File: config.mk
export PLATFORM = sky130hd
export DESIGN_NAME = trap_entry_unit
export DESIGN_NICKNAME = d
export VERILOG_FILES = /design/src/rtl/trap_pkg.sv /design/src/rtl/trap_deleg_sel.sv /design/src/rtl/trap_cause_fmt.sv /design/src/rtl/trap_vec_gen.sv /design/src/rtl/trap_addr_route.sv /design/src/rtl/trap_entry_unit.sv
export SDC_FILE = /design/constraint.sdc
export NUM_CORES = 1
export LEC_CHECK = 0
export BUFFER_PORTS_ARGS = -buffer_cell sky130_fd_sc_hd__buf_4
export CELL_PAD_IN_SITES_DETAIL_PLACEMENT = 0
export CELL_PAD_IN_SITES_GLOBAL_PLACEMENT = 1
export CORE_AREA = 2 2 169 171
export DETAILED_ROUTE_END_ITERATION = 7
export DIE_AREA = 0 0 171 173
export PLACE_DENSITY_LB_ADDON = 0.1
export SYNTH_ARGS = -nofsm -noshare
export SYNTH_HDL_FRONTEND = slang
export SYNTH_SLANG_ARGS = --single-unit
File: constraint.sdc
create_clock -name vclk -period 3.4
set_input_delay 0.34 -clock vclk [all_inputs]
set_output_delay 0.34 -clock vclk [all_outputs]
set_load 0.03 [all_outputs]
File: src/rtl/trap_pkg.sv
package trap_pkg;

   typedef enum logic [1:0] {
      LVL_U = 2'b00,
      LVL_S = 2'b01,
      LVL_M = 2'b11
   } lvl_t;

   localparam logic [1:0] VMODE_VECTORED = 2'b01;

endpackage

File: src/rtl/trap_deleg_sel.sv
module trap_deleg_sel #(
   parameter int XLEN    = 32,
   parameter int CAUSE_W = 5
) (
   input  logic [XLEN-1:0]    irq_mask,
   input  logic [XLEN-1:0]    exc_mask,
   input  logic               is_irq,
   input  logic [CAUSE_W-1:0] code,
   input  logic [1:0]         priv,
   output logic               to_super
);
   import trap_pkg::*;

   localparam int IDX_W = $clog2(XLEN);

   logic [XLEN-1:0]  mask_sel;
   logic [IDX_W-1:0] bit_idx;
   logic             bit_set;
   logic             low_priv;

   generate
      if (CAUSE_W >= IDX_W) begin : g_trunc
         assign bit_idx = code[IDX_W-1:0];
      end else begin : g_ext
         assign bit_idx = {{(IDX_W-CAUSE_W){1'b0}}, code};
      end
   endgenerate

   always_comb begin
      mask_sel = is_irq ? irq_mask : exc_mask;
      bit_set  = mask_sel[bit_idx];
      low_priv = (priv == LVL_U) || (priv == LVL_S);
      to_super = low_priv && bit_set;
   end

endmodule

File: src/rtl/trap_cause_fmt.sv
module trap_cause_fmt #(
   parameter int XLEN    = 32,
   parameter int CAUSE_W = 5
) (
   input  logic               is_irq,
   input  logic [CAUSE_W-1:0] code,
   output logic [XLEN-1:0]    cause
);
   localparam int PAD_W = XLEN - CAUSE_W - 1;

   assign cause = {is_irq, {PAD_W{1'b0}}, code};

endmodule

File: src/rtl/trap_vec_gen.sv
module trap_vec_gen #(
   parameter int XLEN    = 32,
   parameter int CAUSE_W = 5
) (
   input  logic [XLEN-1:0]    vec_reg,
   input  logic               is_irq,
   input  logic [CAUSE_W-1:0] code,
   output logic [XLEN-1:0]    target
);
   import trap_pkg::*;

   localparam int OFS_PAD = XLEN - CAUSE_W - 2;

   logic [XLEN-1:0] base;
   logic [XLEN-1:0] offset;
   logic            use_ofs;

   always_comb begin
      base    = {vec_reg[XLEN-1:2], 2'b00};
      use_ofs = is_irq && (vec_reg[1:0] == VMODE_VECTORED);
      offset  = use_ofs ? {{OFS_PAD{1'b0}}, code, 2'b00} : '0;
      target  = base + offset;
   end

endmodule

File: src/rtl/trap_addr_route.sv
module trap_addr_route #(
   parameter int XLEN = 32
) (
   input  logic            is_irq,
   input  logic            has_addr,
   input  logic            to_super,
   input  logic [XLEN-1:0] fault,
   input  logic [XLEN-1:0] gpa,
   output logic [XLEN-1:0] tval,
   output logic [XLEN-1:0] hval,
   output logic [XLEN-1:0] mval2
);

   always_comb begin
      tval  = (!is_irq && has_addr) ? fault : '0;
      hval  = to_super ? gpa : '0;
      mval2 = to_super ? '0 : gpa;
   end

endmodule

File: src/rtl/trap_entry_unit.sv
module trap_entry_unit #(
   parameter int XLEN    = 32,
   parameter int CAUSE_W = 5
) (
   input  logic               clk,
   input  logic               rst_n,
   input  logic               trap_valid,
   input  logic               trap_is_irq,
   input  logic [CAUSE_W-1:0] trap_code,
   input  logic               trap_has_addr,
   input  logic [XLEN-1:0]    fault_addr,
   input  logic [XLEN-1:0]    gpa_addr,
   input  logic [XLEN-1:0]    cur_pc,
   input  logic [1:0]         cur_priv,
   input  logic               cur_virt,
   input  logic [XLEN-1:0]    irq_deleg,
   input  logic [XLEN-1:0]    exc_deleg,
   input  logic [XLEN-1:0]    s_vec,
   input  logic [XLEN-1:0]    m_vec,
   output logic               s_commit,
   output logic               m_commit,
   output logic [XLEN-1:0]    cause_o,
   output logic [XLEN-1:0]    epc_o,
   output logic [XLEN-1:0]    tval_o,
   output logic [XLEN-1:0]    htval_o,
   output logic [XLEN-1:0]    mtval2_o,
   output logic               prev_virt_o,
   output logic [1:0]         next_priv,
   output logic               next_virt,
   output logic [XLEN-1:0]    next_pc
);
   import trap_pkg::*;

   localparam int NLVL = 2;

   generate
      if (!(XLEN == 32 || XLEN == 64)) begin : g_bad_xlen
         $error("trap_entry_unit: XLEN must be 32 or 64");
      end
      if (CAUSE_W < 1 || CAUSE_W > $clog2(XLEN)) begin : g_bad_cause
         $error("trap_entry_unit: CAUSE_W out of range");
      end
   endgenerate

   logic                to_super;
   logic [XLEN-1:0]     lvl_pc [NLVL];
   logic [XLEN-1:0]     lvl_vec[NLVL];

   // delegation decision
   trap_deleg_sel #(.XLEN(XLEN), .CAUSE_W(CAUSE_W)) u_deleg (
      .irq_mask (irq_deleg),
      .exc_mask (exc_deleg),
      .is_irq   (trap_is_irq),
      .code     (trap_code),
      .priv     (cur_priv),
      .to_super (to_super)
   );

   // cause word
   trap_cause_fmt #(.XLEN(XLEN), .CAUSE_W(CAUSE_W)) u_cause (
      .is_irq (trap_is_irq),
      .code   (trap_code),
      .cause  (cause_o)
   );

   // one vector generator per target level: index 0 = supervisor, 1 = machine
   assign lvl_vec[0] = s_vec;
   assign lvl_vec[1] = m_vec;

   generate
      for (genvar g = 0; g < NLVL; g++) begin : g_lvl
         trap_vec_gen #(.XLEN(XLEN), .CAUSE_W(CAUSE_W)) u_vec (
            .vec_reg (lvl_vec[g]),
            .is_irq  (trap_is_irq),
            .code    (trap_code),
            .target  (lvl_pc[g])
         );
      end
   endgenerate

   // trap value routing
   trap_addr_route #(.XLEN(XLEN)) u_route (
      .is_irq   (trap_is_irq),
      .has_addr (trap_has_addr),
      .to_super (to_super),
      .fault    (fault_addr),
      .gpa      (gpa_addr),
      .tval     (tval_o),
      .hval     (htval_o),
      .mval2    (mtval2_o)
   );

   // commit and next-state selection
   always_comb begin
      s_commit    = trap_valid &&  to_super;
      m_commit    = trap_valid && !to_super;
      epc_o       = cur_pc;
      prev_virt_o = cur_virt;
      if (trap_valid) begin
         next_priv = to_super ? LVL_S : LVL_M;
         next_virt = 1'b0;
         next_pc   = to_super ? lvl_pc[0] : lvl_pc[1];
      end else begin
         next_priv = cur_priv;
         next_virt = cur_virt;
         next_pc   = cur_pc;
      end
   end

   // ---------------- embedded checks ----------------
   a_r3_one_strobe: assert property (@(posedge clk) disable iff (!rst_n)
      trap_valid |-> $onehot({s_commit, m_commit}));

   a_r3_idle_quiet: assert property (@(posedge clk) disable iff (!rst_n)
      !trap_valid |-> (!s_commit && !m_commit && next_pc == cur_pc
                       && next_priv == cur_priv && next_virt == cur_virt));

   a_r9_virt_cleared: assert property (@(posedge clk) disable iff (!rst_n)
      trap_valid |-> !next_virt);

   a_r10_priv_match: assert property (@(posedge clk) disable iff (!rst_n)
      trap_valid |-> (s_commit ? next_priv == 2'b01 : next_priv == 2'b11));

   a_r7_gpa_one_side: assert property (@(posedge clk) disable iff (!rst_n)
      trap_valid |-> (s_commit ? (mtval2_o == '0 && htval_o == gpa_addr)
                               : (htval_o == '0 && mtval2_o == gpa_addr)));

   a_r4_sign_bit: assert property (@(posedge clk) disable iff (!rst_n)
      trap_valid |-> (cause_o[XLEN-1] == trap_is_irq));

   a_r6_irq_no_tval: assert property (@(posedge clk) disable iff (!rst_n)
      (trap_valid && trap_is_irq) |-> (tval_o == '0));

   a_r2_m_stays_m: assert property (@(posedge clk) disable iff (!rst_n)
      (trap_valid && cur_priv == 2'b11) |-> m_commit);

   a_r5_plain_base: assert property (@(posedge clk) disable iff (!rst_n)
      (trap_valid && !trap_is_irq) |->
         (next_pc == (s_commit ? {s_vec[XLEN-1:2], 2'b00} : {m_vec[XLEN-1:2], 2'b00})));

endmodule

==> results by group <==
Detailed routing
  – Starting DRT DRC Count: 197
  – Vias: ~5.6k
  – DRC Markers: 0
  – Final WL: between 20000 and 25000 microns
  – Vias per cell: between 4 and 5
  – DR pass1 iterations: 4
  – Routed Antenna Nets: 0
  – Wire length per cell: ~19 microns

STA
  – Final Hold Viols: 0
  – Final setup violation count: 2
  – Final worst path period share: 101%
  – Worst-Margin Slew: between 600 and 700 ps
  – RSZ-0062 raised after global routing: yes
  – Slew Limit Fails: 0
  – Peak Freq: 292 MHz
  – Setup TNS: -28.2 ps
  – Final setup margin: -20.5 ps
  – Slew margin rel.: a little under three fifths
  – Final Critical Period: 3420 ps
  – Hold WS: around 900 ps

CTS
  – CTS Hold Buffers Added: 0

Logic synthesis
  – Seq/Total Area, Yosys: 0%
  – Post-synth cell types: 54
  – Synth Area per Inst: roughly 7.5 sq um
  – Yosys warnings: 0
  – Post-Synthesis Cells: 542
  – Synth Cell Area: roughly 4000 sq um

Worst setup path
  – Worst setup EP type: output port
  – Critical Path AT: roughly 3100 ps
  – CP Class: in -> out
  – WP data required: 3060 ps
  – Crit start category: primary input
  – Max FO, Critical Path: 4

Placed design
  – Post-detail-place hpwl: 20800 microns
  – Dpl ws: -218 ps
  – Post-DP Area: 7660 sq um
  – Routability congestion estimate: 0.749
  – Port bufs: a little over 400

Final layout
  – Nets: between 1k and 1.5k
  – Antenna fix cells: 0
  – Fin area: 8030 sq um
  – CLK BUF: 0
  – Seq Cell Count: 0
  – Share of cells above drive strength 1: between 50 and 60%
  – Register area: 0 sq um
  – P&R area growth vs syn: 98.4%

Floorplanning
  – Die height: about 170 microns
  – IO Count: between 400 and 500
  – Core area: around 28000 sq um
  – Row count: 61
  – Die W: ~170 microns
  – Initial Utilization: about 15%
  – Die ar.: 29600 sq um

Power
  – PwrDens: approximately 190 nW/um^2
  – Max VDD drop: about 0.061 mV
  – P_leak: 3.76 nW

GRT
  – Largest net degree at the start of global routing: 43
  – Total track usage: between 15 and 20%
  – Grt ovf: 0
  – First-pass GRT wire length: between 30000 and 40000 microns
  – Initial antenna violation count: 0
  – Number of global-route vias before repair: 5728

Min path
  – Worst Hold Class: in -> out

Run status
  – Failing checks: negative setup slack
  – Status: finished with violations

Flow run
  – Max_cap viols: 0
cell usage in the layout (no fill, tap or decap), types with 4 or more instances in the layout:
cell / n
a2111oi_2: 4
a21o_1: 5
a221o_1: 4
a311o_1: 4
a311o_2: 5
and2_1: 73
and3_1: 34
buf_12: 8
buf_4: 452
buf_6: 14
conb_1: 26
ha_1: 8
inv_1: 7
mux2i_1: 8
mux4_1: 9
mux4_2: 9
nand2_1: 42
nand3_1: 11
nand4_1: 14
nor2_1: 11
nor2b_1: 14
nor3_1: 14
nor3b_1: 4
nor4_1: 17
o21a_1: 4
o221ai_1: 8
o221ai_2: 5
o311ai_1: 5
o311ai_2: 6
o311ai_4: 7
o31a_1: 10
o31ai_1: 4
or4_1: 4
xnor2_1: 28
metal layers:
layer | up-vias | routed length, microns | GRT usage [%]
met1 | 2621 | 9790 | 18.1
met3 | 6 | 1480 | 2.36
met5 | - | 0 | 0
met4 | 0 | 119 | 0.636
met2 | 214 | 13500 | 30.5
li1 | 2760 | - | -
through the flow:
step           power [mW]  util, %  std cells
2_1_floorplan       0.833        -        567
3_3_place_gp         1.49     27.7       1302
3_5_place_dp         1.48     27.7       1302
4_1_cts              1.49     28.1       1307
5_1_grt              1.62     29.1       1314
6_report             1.53     29.1       1314
Yosys cell counts, types with 6 or more instances:
library cell	instances	share of area, %
nor3_1	14	1.7
a21o_1	6	1.1
nand4_1	14	2.2
o31a_1	10	2.2
ha_1	10	3.1
nor2b_1	14	2.2
nand2_1	42	3.9
mux2i_1	8	2.0
xnor2_1	28	6.1
mux4_1	9	5.8
buf_4	66	12
and3_1	34	5.3
o221ai_1	13	2.8
nor2_1	11	1.0
inv_1	7	0.65
and2_1	75	12
o311ai_0	18	3.9
a21oi_1	6	0.74
clkbuf_1	32	3.0
nor4_1	17	2.6
a311o_1	9	2.2
nand3_1	11	1.4
mux4_2	9	5.0
critical path, cell delays in order:
cell and delay (ps):
buf_6 90, and3b_2 230, and2_4 170, ha_4 160, fa_2 380, a21o_1 180, a21o_4 230, a21oi_4 240
buf_4 160, buf_6 80, or3_1 100, a2111oi_1 70, buf_4 180, a311o_2 310, buf_6 140
cell type report:
class | count | area [sq um]
Fill cell | 3098 | 19600
Inverter | 8 | 30.0
Multi-Input combinational cell | 453 | 3790
Tap cell | 378 | 473
Timing Repair Buffer | 475 | 3740
cells by family (layout without fill, tap and decap cells):
kind of cell / count (synthesis) / count (layout) / share of synthesized area [%]
AOI/OAI and AO/OA: 98 / 100 / 20.8
xor gates and xnor gates: 31 / 31 / 6.71
adders and majority gates: 12 / 12 / 4.08
buffers and inverters: 116 / 483 / 18.3
muxes: 28 / 28 / 13.7
other: 1 / 26 / 0.0926
and+or+nand+nor: 256 / 256 / 36.3
power breakdown:
part | internal, mW | leakage [nW] | switching (mW)
combinational | 0.677 | 3.76 | 0.852
sequential | 0 | 0 | 0
clock | 0 | 0 | 0
final timing paths:
kind | start | to | depth (start not counted)
hold / removal | cur_pc[1] | epc_o[1] | 2
setup / recovery | s_vec[0] | next_pc[10] | 15
repair_timing:
item                       CTS  global route
hold endpoints to repair     0             0
setup buffers                4             5
gates resized for setup     15            35
pin swaps                    8            14
setup endpoints to repair   12            24
gates cloned                 1             2
Note: power is estimated with default switching activity, not from simulation.
